File: src/rtl/tx_ring_pkg.sv
package tx_ring_pkg;
  localparam int unsigned WORD_W    = 32;
  localparam int unsigned LANES     = WORD_W / 8;
  localparam int unsigned FLG_READY = 15;
  localparam int unsigned FLG_WRAP  = 13;
  localparam int unsigned FLG_LAST  = 11;

  typedef struct packed {
    logic [15:0] flags;
    logic [15:0] len;
  } desc_hdr_t;

  typedef enum logic [2:0] {
    ST_IDLE,
    ST_RD_HDR,
    ST_RD_PTR,
    ST_RD_DAT,
    ST_EMIT,
    ST_WB
  } walk_st_e;
endpackage

File: src/rtl/tx_ring_ptr.sv
module tx_ring_ptr #(
  parameter int unsigned AW         = 32,
  parameter int unsigned DESC_BYTES = 8
) (
  input  logic          clk_i,
  input  logic          rst_ni,
  input  logic          base_we_i,
  input  logic [AW-1:0] base_i,
  input  logic          idle_i,
  input  logic          adv_i,
  input  logic          wrap_i,
  output logic [AW-1:0] base_o,
  output logic [AW-1:0] ptr_o
);
  localparam logic [AW-1:0] STEP = AW'(DESC_BYTES);

  logic [AW-1:0] base_q, ptr_q;

  // base writes land only while idle
  always_ff @(posedge clk_i or negedge rst_ni) begin
    if (!rst_ni) begin
      base_q <= '0;
      ptr_q  <= '0;
    end else if (base_we_i && idle_i) begin
      base_q <= {base_i[AW-1:2], 2'b00};
      ptr_q  <= {base_i[AW-1:2], 2'b00};
    end else if (adv_i) begin
      ptr_q <= wrap_i ? base_q : ptr_q + STEP;
    end
  end

  assign base_o = base_q;
  assign ptr_o  = ptr_q;
endmodule

File: src/rtl/tx_ring_lanes.sv
module tx_ring_lanes #(
  parameter int unsigned LANES  = 4,
  localparam int unsigned LW    = (LANES > 1) ? $clog2(LANES) : 1,
  localparam int unsigned DW    = LANES * 8
) (
  input  logic [DW-1:0] word_i,
  input  logic [LW-1:0] lane_i,
  output logic [7:0]    byte_o
);
  logic [7:0] lane_byte [LANES];

  // lane 0 is the most significant byte
  for (genvar g = 0; g < LANES; g++) begin : g_lane
    assign lane_byte[g] = word_i[DW-1-8*g -: 8];
  end

  assign byte_o = lane_byte[lane_i];
endmodule

File: src/rtl/tx_ring_walker.sv
module tx_ring_walker
  import tx_ring_pkg::*;
#(
  parameter int unsigned AW        = 32,
  parameter int unsigned LEN_W     = 16,
  parameter int unsigned MAX_FRAME = 2032,
  localparam int unsigned LW       = (LANES > 1) ? $clog2(LANES) : 1
) (
  input  logic              clk_i,
  input  logic              rst_ni,
  input  logic              en_i,
  input  logic              doorbell_i,
  input  logic [AW-1:0]     ptr_i,
  output logic              idle_o,
  output logic              adv_o,
  output logic              wrap_o,
  output logic              mem_req_o,
  output logic              mem_we_o,
  output logic [AW-1:0]     mem_addr_o,
  output logic [WORD_W-1:0] mem_wdata_o,
  input  logic              mem_ack_i,
  input  logic [WORD_W-1:0] mem_rdata_i,
  output logic [WORD_W-1:0] word_o,
  output logic [LW-1:0]     lane_o,
  output logic              tx_valid_o,
  output logic              tx_sof_o,
  output logic              tx_eof_o,
  output logic              ev_buf_o,
  output logic              ev_frame_o,
  output logic              ev_babble_o
);
  localparam logic [LEN_W-1:0] CAP      = LEN_W'(MAX_FRAME);
  localparam logic [LW-1:0]    LANE_END = LW'(LANES - 1);
  localparam logic [AW-1:0]    WSTEP    = AW'(LANES);

  walk_st_e          st_q;
  desc_hdr_t         hdr_q;
  logic [AW-1:0]     baddr_q;
  logic [LEN_W-1:0]  rem_q, fcnt_q;
  logic [WORD_W-1:0] word_q;
  logic [LW-1:0]     lane_q;
  logic              pend_q, trunc_q;
  logic              ev_buf_q, ev_frame_q, ev_babble_q;

  logic              db_ok, go;
  logic [LEN_W-1:0]  room, hdr_len, take;
  logic              over;
  logic [15:0]       fl_clr;

  assign db_ok   = doorbell_i && en_i;
  assign go      = db_ok || pend_q;
  assign room    = CAP - fcnt_q;
  assign hdr_len = LEN_W'(hdr_q.len);
  assign over    = hdr_len > room;
  assign take    = over ? room : hdr_len;

  always_comb begin
    fl_clr = hdr_q.flags;
    fl_clr[FLG_READY] = 1'b0;
  end

  always_comb begin
    mem_req_o  = 1'b0;
    mem_we_o   = 1'b0;
    mem_addr_o = ptr_i;
    unique case (st_q)
      ST_RD_HDR: mem_req_o = 1'b1;
      ST_RD_PTR: begin
        mem_req_o  = 1'b1;
        mem_addr_o = ptr_i + AW'(4);
      end
      ST_RD_DAT: begin
        mem_req_o  = 1'b1;
        mem_addr_o = baddr_q;
      end
      ST_WB: begin
        mem_req_o = 1'b1;
        mem_we_o  = 1'b1;
      end
      default: ;
    endcase
  end

  assign mem_wdata_o = {fl_clr, hdr_q.len};
  assign idle_o      = (st_q == ST_IDLE);
  assign adv_o       = (st_q == ST_WB) && mem_ack_i;
  assign wrap_o      = hdr_q.flags[FLG_WRAP];

  always_ff @(posedge clk_i or negedge rst_ni) begin
    if (!rst_ni) begin
      st_q    <= ST_IDLE;
      hdr_q   <= '0;
      baddr_q <= '0;
      rem_q   <= '0;
      fcnt_q  <= '0;
      word_q  <= '0;
      lane_q  <= '0;
      pend_q  <= 1'b0;
      trunc_q <= 1'b0;
    end else begin
      // remember doorbells seen mid-walk
      if (st_q != ST_IDLE && db_ok) pend_q <= 1'b1;
      unique case (st_q)
        ST_IDLE: begin
          pend_q <= 1'b0;
          if (go) st_q <= ST_RD_HDR;
        end
        ST_RD_HDR: if (mem_ack_i) begin
          hdr_q <= desc_hdr_t'(mem_rdata_i);
          if (!mem_rdata_i[16+FLG_READY]) begin
            pend_q <= db_ok;
            st_q   <= pend_q ? ST_RD_HDR : ST_IDLE;
          end else begin
            st_q <= ST_RD_PTR;
          end
        end
        ST_RD_PTR: if (mem_ack_i) begin
          baddr_q <= {mem_rdata_i[AW-1:2], 2'b00};
          rem_q   <= take;
          trunc_q <= over;
          st_q    <= (take == '0) ? ST_WB : ST_RD_DAT;
        end
        ST_RD_DAT: if (mem_ack_i) begin
          word_q <= mem_rdata_i;
          lane_q <= '0;
          st_q   <= ST_EMIT;
        end
        ST_EMIT: begin
          rem_q  <= rem_q - 1'b1;
          fcnt_q <= fcnt_q + 1'b1;
          lane_q <= lane_q + 1'b1;
          if (rem_q == LEN_W'(1)) begin
            st_q <= ST_WB;
          end else if (lane_q == LANE_END) begin
            baddr_q <= baddr_q + WSTEP;
            st_q    <= ST_RD_DAT;
          end
        end
        ST_WB: if (mem_ack_i) begin
          if (hdr_q.flags[FLG_LAST]) fcnt_q <= '0;
          st_q <= ST_RD_HDR;
        end
        default: st_q <= ST_IDLE;
      endcase
    end
  end

  always_ff @(posedge clk_i or negedge rst_ni) begin
    if (!rst_ni) begin
      ev_buf_q    <= 1'b0;
      ev_frame_q  <= 1'b0;
      ev_babble_q <= 1'b0;
    end else begin
      ev_buf_q    <= adv_o;
      ev_frame_q  <= adv_o && hdr_q.flags[FLG_LAST];
      ev_babble_q <= adv_o && trunc_q;
    end
  end

  assign word_o      = word_q;
  assign lane_o      = lane_q;
  assign tx_valid_o  = (st_q == ST_EMIT);
  assign tx_sof_o    = tx_valid_o && (fcnt_q == '0);
  assign tx_eof_o    = tx_valid_o && hdr_q.flags[FLG_LAST] && (rem_q == LEN_W'(1));
  assign ev_buf_o    = ev_buf_q;
  assign ev_frame_o  = ev_frame_q;
  assign ev_babble_o = ev_babble_q;
endmodule

File: src/rtl/tx_ring_dma.sv
module tx_ring_dma
  import tx_ring_pkg::*;
#(
  parameter int unsigned AW        = 32,
  parameter int unsigned LEN_W     = 16,
  parameter int unsigned MAX_FRAME = 2032
) (
  input  logic              clk_i,
  input  logic              rst_ni,
  input  logic              en_i,
  input  logic              doorbell_i,
  input  logic              base_we_i,
  input  logic [AW-1:0]     base_i,
  output logic              mem_req_o,
  output logic              mem_we_o,
  output logic [AW-1:0]     mem_addr_o,
  output logic [WORD_W-1:0] mem_wdata_o,
  input  logic              mem_ack_i,
  input  logic [WORD_W-1:0] mem_rdata_i,
  output logic              tx_valid_o,
  output logic [7:0]        tx_data_o,
  output logic              tx_sof_o,
  output logic              tx_eof_o,
  output logic              ev_buf_o,
  output logic              ev_frame_o,
  output logic              ev_babble_o
);
  localparam int unsigned LW = (LANES > 1) ? $clog2(LANES) : 1;

  logic              idle, adv, wrap;
  logic [AW-1:0]     base, ptr;
  logic [WORD_W-1:0] word;
  logic [LW-1:0]     lane;

  tx_ring_ptr #(.AW(AW), .DESC_BYTES(8)) u_ptr (
    .clk_i    (clk_i),
    .rst_ni   (rst_ni),
    .base_we_i(base_we_i),
    .base_i   (base_i),
    .idle_i   (idle),
    .adv_i    (adv),
    .wrap_i   (wrap),
    .base_o   (base),
    .ptr_o    (ptr)
  );

  tx_ring_walker #(.AW(AW), .LEN_W(LEN_W), .MAX_FRAME(MAX_FRAME)) u_walk (
    .clk_i      (clk_i),
    .rst_ni     (rst_ni),
    .en_i       (en_i),
    .doorbell_i (doorbell_i),
    .ptr_i      (ptr),
    .idle_o     (idle),
    .adv_o      (adv),
    .wrap_o     (wrap),
    .mem_req_o  (mem_req_o),
    .mem_we_o   (mem_we_o),
    .mem_addr_o (mem_addr_o),
    .mem_wdata_o(mem_wdata_o),
    .mem_ack_i  (mem_ack_i),
    .mem_rdata_i(mem_rdata_i),
    .word_o     (word),
    .lane_o     (lane),
    .tx_valid_o (tx_valid_o),
    .tx_sof_o   (tx_sof_o),
    .tx_eof_o   (tx_eof_o),
    .ev_buf_o   (ev_buf_o),
    .ev_frame_o (ev_frame_o),
    .ev_babble_o(ev_babble_o)
  );

  tx_ring_lanes #(.LANES(LANES)) u_lanes (
    .word_i(word),
    .lane_i(lane),
    .byte_o(tx_data_o)
  );

  logic unused_base;
  assign unused_base = ^base;
endmodule

File: config.mk
export PLATFORM = sky130hd
export DESIGN_NAME = tx_ring_dma
export DESIGN_NICKNAME = d
export VERILOG_FILES = /design/src/rtl/tx_ring_pkg.sv /design/src/rtl/tx_ring_ptr.sv /design/src/rtl/tx_ring_lanes.sv /design/src/rtl/tx_ring_walker.sv /design/src/rtl/tx_ring_dma.sv
export SDC_FILE = /design/constraint.sdc
export NUM_CORES = 1
export LEC_CHECK = 0
export ABC_CLOCK_PERIOD_IN_PS = 9200
export BUFFER_PORTS_ARGS = -buffer_cell sky130_fd_sc_hd__buf_2
export CORE_UTILIZATION = 40
export DETAILED_ROUTE_END_ITERATION = 12
export PLACE_DENSITY = 0.66
export SYNTH_ARGS = -nofsm -noshare
export SYNTH_HDL_FRONTEND = slang
export SYNTH_SLANG_ARGS = --single-unit
export TNS_END_PERCENT = 10
File: constraint.sdc
create_clock -name clk_i -period 9.2 [get_ports clk_i]
set_clock_uncertainty 0.1 [all_clocks]
set_input_delay 1.38 -clock clk_i [delete_from_list [all_inputs] [get_ports clk_i]]
set_output_delay 1.38 -clock clk_i [all_outputs]
set_load 0.02 [all_outputs]
Word level (Yosys, flattened, before mapping) --
Index checks and enable logic that the tools add are counted.
Word-level totals: latch bits 0, output and inout port bits 80, bits of input ports 70, ROM bits 0, word-level logic and storage cells 104, bits in writable memories 0, memories kept 0, register bits 199
Cells by class: muxes and demuxes 36, $mul 0, equal/unequal tests 16, bitwise gates (word level) 1, magnitude comparators 2, div/mod/pow operators 0, reduce and logical (&&, ||, !) cells 27, shifts and indexed selects 0, add/subtract/negate cells 7
Operators by type and width (count):
- 2-to-1 mux 32 bit | 6
- one-hot mux 32 bit (2 select lines) | 2
- adder 32 x 3 -> 32 bit (second input constant) | 2
- 2-to-1 mux 16 bit | 4
- one-hot mux 16 bit (2 select lines) | 2
- adder 32 x 4 -> 32 bit (second input constant) | 1
- logical NOT 16 bit | 2
- 2-to-1 mux 3 bit | 9
- one-hot mux 3 bit (6 select lines) | 1
- adder 16 x 1 -> 16 bit (second input constant) | 1
- binary-select mux 8 bit (select 2 bit) | 1
- equality test 16 x 1 -> 1 bit (second input constant) | 1
- > comparator 16 bit | 1
- 2-to-1 mux 8 bit | 2
- subtractor 11 x 16 -> 16 bit (first input constant) | 1
- subtractor 16 x 1 -> 16 bit (second input constant) | 1
- inequality test 2 bit (second input constant) | 6
- AND reduction 2 bit | 5
- logical AND 1 bit | 9
- nonzero test 2 bit | 4
- equality test 3 x 2 -> 1 bit (second input constant) | 2
- equality test 3 bit (second input constant) | 2
- 2-to-1 mux 1 bit | 6
- AND reduction 6 bit | 1
- other kinds (16) | 17

Logic depth before layout (Yosys ltp) --
depth after elaboration 7, depth in mapped cells 16

Cells and area by module --
From an unflattened synthesis, not the netlist that was laid out.
Second synthesis, totals: cells, all modules 1391, area, all modules 12256.8 sq um
By module, submodules not included:
- tx_ring_walker | times used 1, sequential area each 3378.2 sq um, area an instance 8652.0 sq um, cells an instance 989
- tx_ring_ptr | times used 1, sequential area each 1501.4 sq um, area an instance 3408.3 sq um, cells an instance 392
- tx_ring_lanes | times used 1, sequential area each 0.0 sq um, area an instance 196.4 sq um, cells an instance 10

Least setup slack after synthesis --
Ideal clock, no wire load.
kind register to register, from register u_walk.fcnt_q[0], to register u_walk.rem_q[8], buffers on the path 2, library setup time 0.083 ns, required time 9.017 ns, arrival 4.219 ns, stages on the path, launching flop included 16, path slack 4.798 ns, cell sequence dfrtp_1 inv_1 ha_1 nor3b_1 nor3_1 or4_1 xnor2_1 ha_1 nand4_1 or3_1 a21oi_1 or2_2 clkbuf_1 buf_2 mux2_2 o21ai_0
On the way: cells in the longest elaborated chain, start to end 5
RTL lines:
- start, declared | RTL line tx_ring_walker.sv:39 | logic [LEN_W-1:0] rem_q, fcnt_q;
- start signal, assigned | RTL line tx_ring_walker.sv:130 | fcnt_q <= fcnt_q + 1'b1;
- subtractor 11 x 16 -> 16 bit * | RTL line tx_ring_walker.sv:52 | assign room = CAP - fcnt_q;
- > comparator 16 bit | RTL line tx_ring_walker.sv:54 | assign over = hdr_len > room;
- 2-to-1 mux 16 bit * | RTL line tx_ring_walker.sv:55 | assign take = over ? room : hdr_len;
- 2-to-1 mux 16 bit * | RTL line tx_ring_walker.sv:117 | ST_RD_PTR: if (mem_ack_i) begin
- one-hot mux 16 bit (2 select lines) * | RTL line tx_ring_walker.sv:103 | unique case (st_q)
- end signal, assigned | RTL line tx_ring_walker.sv:119 | rem_q <= take;
- end signal, assigned | RTL line tx_ring_walker.sv:129 | rem_q <= rem_q - 1'b1;
- end, declared | RTL line tx_ring_walker.sv:39
Mark *: on every way between the ends. The rest lies on a longest branch, timed or not. The select of a mux whose other input is x is not followed. A chain may end at the register's enable or synchronous reset.

Worst setup path in the final report --
from register u_ptr.ptr_q[2] (netlist: u_ptr.ptr_o[2]), to output mem_addr_o[28]
On the way: cells in the longest elaborated chain, start to end 2
RTL lines:
- start, declared | RTL line tx_ring_ptr.sv:17 | logic [AW-1:0] base_q, ptr_q;
- start signal, assigned | RTL line tx_ring_ptr.sv:26 | ptr_q <= {base_i[AW-1:2], 2'b00};
- start signal, assigned | RTL line tx_ring_ptr.sv:28 | ptr_q <= wrap_i ? base_q : ptr_q + STEP;
- adder 32 x 3 -> 32 bit | RTL line tx_ring_walker.sv:70 | mem_addr_o = ptr_i + AW'(4);
- one-hot mux 32 bit (2 select lines) | RTL line tx_ring_walker.sv:66 | unique case (st_q)
- end, declared | RTL line tx_ring_dma.sv:16 | output logic [AW-1:0] mem_addr_o,
No other way between the ends.

==> qor.csv <==
stage,metric,value,unit
floorplanning,Die Ht,172.6,µm
clock_network,register clock-pin slew on the reported worst setup and hold paths,0.07,ns
timing,Worst Tran Pin Value,1.153,ns
power,PD cells,353.1,nW/µm²
place,placed cell areas,12520,µm²
routing,1st-pass router iterations,6,
logic_synthesis,Cell variety after synth,71,
global_route,largest net degree at the start of global routing,87,
layout,share of layout cells above drive strength 1,18.93,%
place,Post-Place Worst Slack,4.718,ns
routing,Post-DRT Antenna Nets,0,
global_route,antenna violations before repair,0,
setup_path,startpoint types,register,
power,Switch Pwr,0.002146,W
timing,final setup fails,0,
timing,f_max,199.5,MHz
clock_network,maximum clock path buffer count,2,
floorplanning,Core Region,28700,µm²
setup_path,Worst Setup Path Type,reg2out,
logic_synthesis,Mapped Cells,1358,
clock_network,CTS root buf,clkbuf_16,
min_path,Hold Path Class,reg2reg,
logic_synthesis,Synth area leader,dfrtp_1,
logic_synthesis,Syn. warnings,0,
clock_network,H-tree levels,4,
timing,worst setup margin,4.188,ns
logic_synthesis,post-synthesis cell area,11640,µm²
logic_synthesis,Main synth FF type,dfrtp_1,
routing,WL per Instance,19.37,µm
clock_network,cts hold-fix bufs,0,
power,Clk pwr share,16.3,%
logic_synthesis,Yosys reg bits,195,
setup_path,Worst EP required,7.72,ns
logic_synthesis,"EDFF count, synth",0,
logic_synthesis,Post-synth ARST share,100.0,%
place,post-detail-place hpwl,24.85,mm
layout,cell area after layout,13100,µm²
floorplanning,die area,29790,µm²
clock_network,CTS Sinks,195,
power,Static Leak,5.664,nW
place,I/O Buffers,144,
min_path,Hold EP,u_ptr.base_o[14],
global_route,via count of the first global-routing pass,10080,
place,routability cong.,0.9536,
power,Sw Share,46.40,%
floorplanning,die width,172.6,µm
floorplanning,num ports,150,
job,max-cap violations,0,
timing,Slew headroom,22.40,%
timing,RSZ-0062 raised after global routing,no,
global_route,GRT Overall Usage,24.06,%
clock_network,Num CTS Buffers,17,
power,Seq pwr share,37.7,%
clock_network,CTS tree,yes,
routing,vias per cell,5.924,
timing,Tmin final,5.012,ns
clock_network,"Clk Latency, worst-skew pair",0.44,ns
floorplanning,Row Count,62,
timing,setup TNS,0,ns
timing,fin. max-slew vios,0,
min_path,WHS Path Cells,2,
routing,drt drc,0,
min_path,Worst Hold Launch,u_ptr.base_o[14],
setup_path,Worst R2R Start,u_walk.fcnt_q[2],
setup_path,FF-to-FF End,u_walk.st_q[2],
layout,FILL cells,2810,
power,Peak VDD IR,0.1988,mV
clock_network,Post-CTS Setup Repair Bufs,0,
logic_synthesis,Synth area leaders,"dfrtp_1 42%, nand2_1 6.8%, mux2_2 5.8%",
routing,1st-iter DRT viols,1107,
layout,Layout Area Growth over Synthesis,12.53,%
clock_network,CTS resizes,0,
setup_path,Worst EP arrival,3.53,ns
power,combinational share of power,46.1,%
layout,antenna fix cells,0,
setup_path,Worst Setup SP,u_ptr.ptr_o[2],
floorplanning,Initial Util,40.56,%
setup_path,Register-to-Register Path Depth,12,
outcome,outcome,finished clean,
global_route,global route overflow,0,
timing,"Hold Vio Cnt, Final",0,
timing,fin crit share,54.48,%
logic_synthesis,Syn Area/Cell,8.573,µm²
logic_synthesis,Synth top area share,41.91,%
layout,fin nets,1523,
routing,DR vias,10820,
setup_path,Critical Path Fanout Max,17,
routing,Total Routed Length,35.37,mm
setup_path,Setup crit end kind,primary output,
power,P_int,0.002480,W
global_route,first-pass GRT wire length,57.03,mm
setup_path,"reg-to-reg slack, setup",4.64,ns
logic_synthesis,sequential share of the synthesized area,41.91,%
==> per-layer routing <==
layer  global-route usage [%]  part of all wire, %
met5                        0                    0
met4                    5.134                  1.0
met3                    4.442                  7.8
met2                    36.93                   45
met1                    35.23                   46
==> final cells by class <==
class                           count  area [µm²]  area share [%]
Tap cell                          384       480.5           3.667
Clock buffer                       20       456.7           3.486
Sequential cell                   195        4880           37.25
Multi-Input combinational cell   1022        6198           47.31
Inverter                           35       131.4           1.003
Timing Repair Buffer              158       834.6           6.370
Clock inverter                     12       120.1          0.9168
==> cells in the mapped netlist (24+ instances only) <==
cell,number
nor2_1,97
nand3_1,60
inv_1,32
mux2_2,60
o22ai_1,27
o21ai_0,113
nand2_1,210
clkbuf_1,84
ha_1,24
nor3_1,33
dfrtp_1,195
nand4_1,24
a21oi_1,122
==> power by group through the flow <==
stage | Combinational (W) | Clock (W) | Sequential [W]
floorplan | 0.00157 | 0 | 0.00158
global placement | 0.00207 | 0 | 0.00172
detailed placement | 0.00211 | 0 | 0.00173
CTS | 0.00213 | 0.000763 | 0.00173
global route | 0.00235 | 0.000791 | 0.00180
finish | 0.00213 | 0.000752 | 0.00174
==> sequential cells by signal (all words and copies together), names as in the netlist <==
name	count
u_walk.pend_q	1
u_walk.ev_buf_o	1
u_walk.ev_babble_o	1
u_ptr.ptr_o	30
u_walk.mem_wdata_o	15
u_walk.trunc_q	1
u_walk.ev_frame_o	1
u_walk.lane_o	2
u_walk.rem_q	16
u_walk.fcnt_q	16
u_walk.hdr_len	16
u_walk.baddr_q	30
u_walk.st_q	3
u_walk.word_o	32
u_ptr.base_o	30
==> cells by family after synthesis <==
family | share of synthesized area [%]
simple gates | 20.39
fa+ha+maj | 2.579
flops | 41.91
compound gates | 19.04
other cells | 0.03221
xor+xnor | 1.881
mux | 9.156
buf+inv | 5.008
==> critical path, stage by stage, from the launching register on <==
cell and delay [ns]:
dfrtp_1 0.75, ha_1 0.29, nand3_1 0.25, nor3_1 0.59, nand2_1 0.19, nor3_1 0.33, nand2_1 0.12, mux2i_1 0.13
a21oi_1 0.23, buf_2 0.21
==> worst max-delay path by stage <==
stage          slack (ns)  depth (start not counted)              end
2_1_floorplan        4.80                         15  u_walk.rem_q[8]
5_1_grt              3.93                          9   mem_addr_o[28]
3_5_place_dp         4.72                         12   u_walk.st_q[2]
3_3_place_gp         4.78                          9   mem_addr_o[28]
6_report             4.19                          9   mem_addr_o[28]
4_1_cts              4.30                          9   mem_addr_o[28]
==> layout by cell type, fill, tap and decap left out, drive strengths merged, types with 24 or more instances in the layout <==
| master | instances |
|---|---|
| nand4 | 24 |
| dfrtp | 195 |
| nand3 | 60 |
| inv | 38 |
| nand2 | 211 |
| buf | 157 |
| nor2 | 97 |
| a21oi | 122 |
| nor3 | 33 |
| o21ai | 113 |
| ha | 24 |
| o22ai | 27 |
| mux2 | 60 |
==> stage by stage <==
| step | hold WS [ns] | cells | utilization (%) | power [W] |
|---|---|---|---|---|
| after floorplan | 0.3372 | 1360 | - | 0.003149 |
| after global placement | 0.3562 | 1794 | 43.64 | 0.003788 |
| after detailed placement | 0.3629 | 1794 | 43.64 | 0.003848 |
| after CTS | 0.3806 | 1826 | 45.65 | 0.004615 |
| after global routing | 0.4043 | 1826 | 45.65 | 0.004940 |
| final | 0.3774 | 1826 | 45.65 | 0.004626 |
No activity file was read; power rests on OpenSTA's default activity.
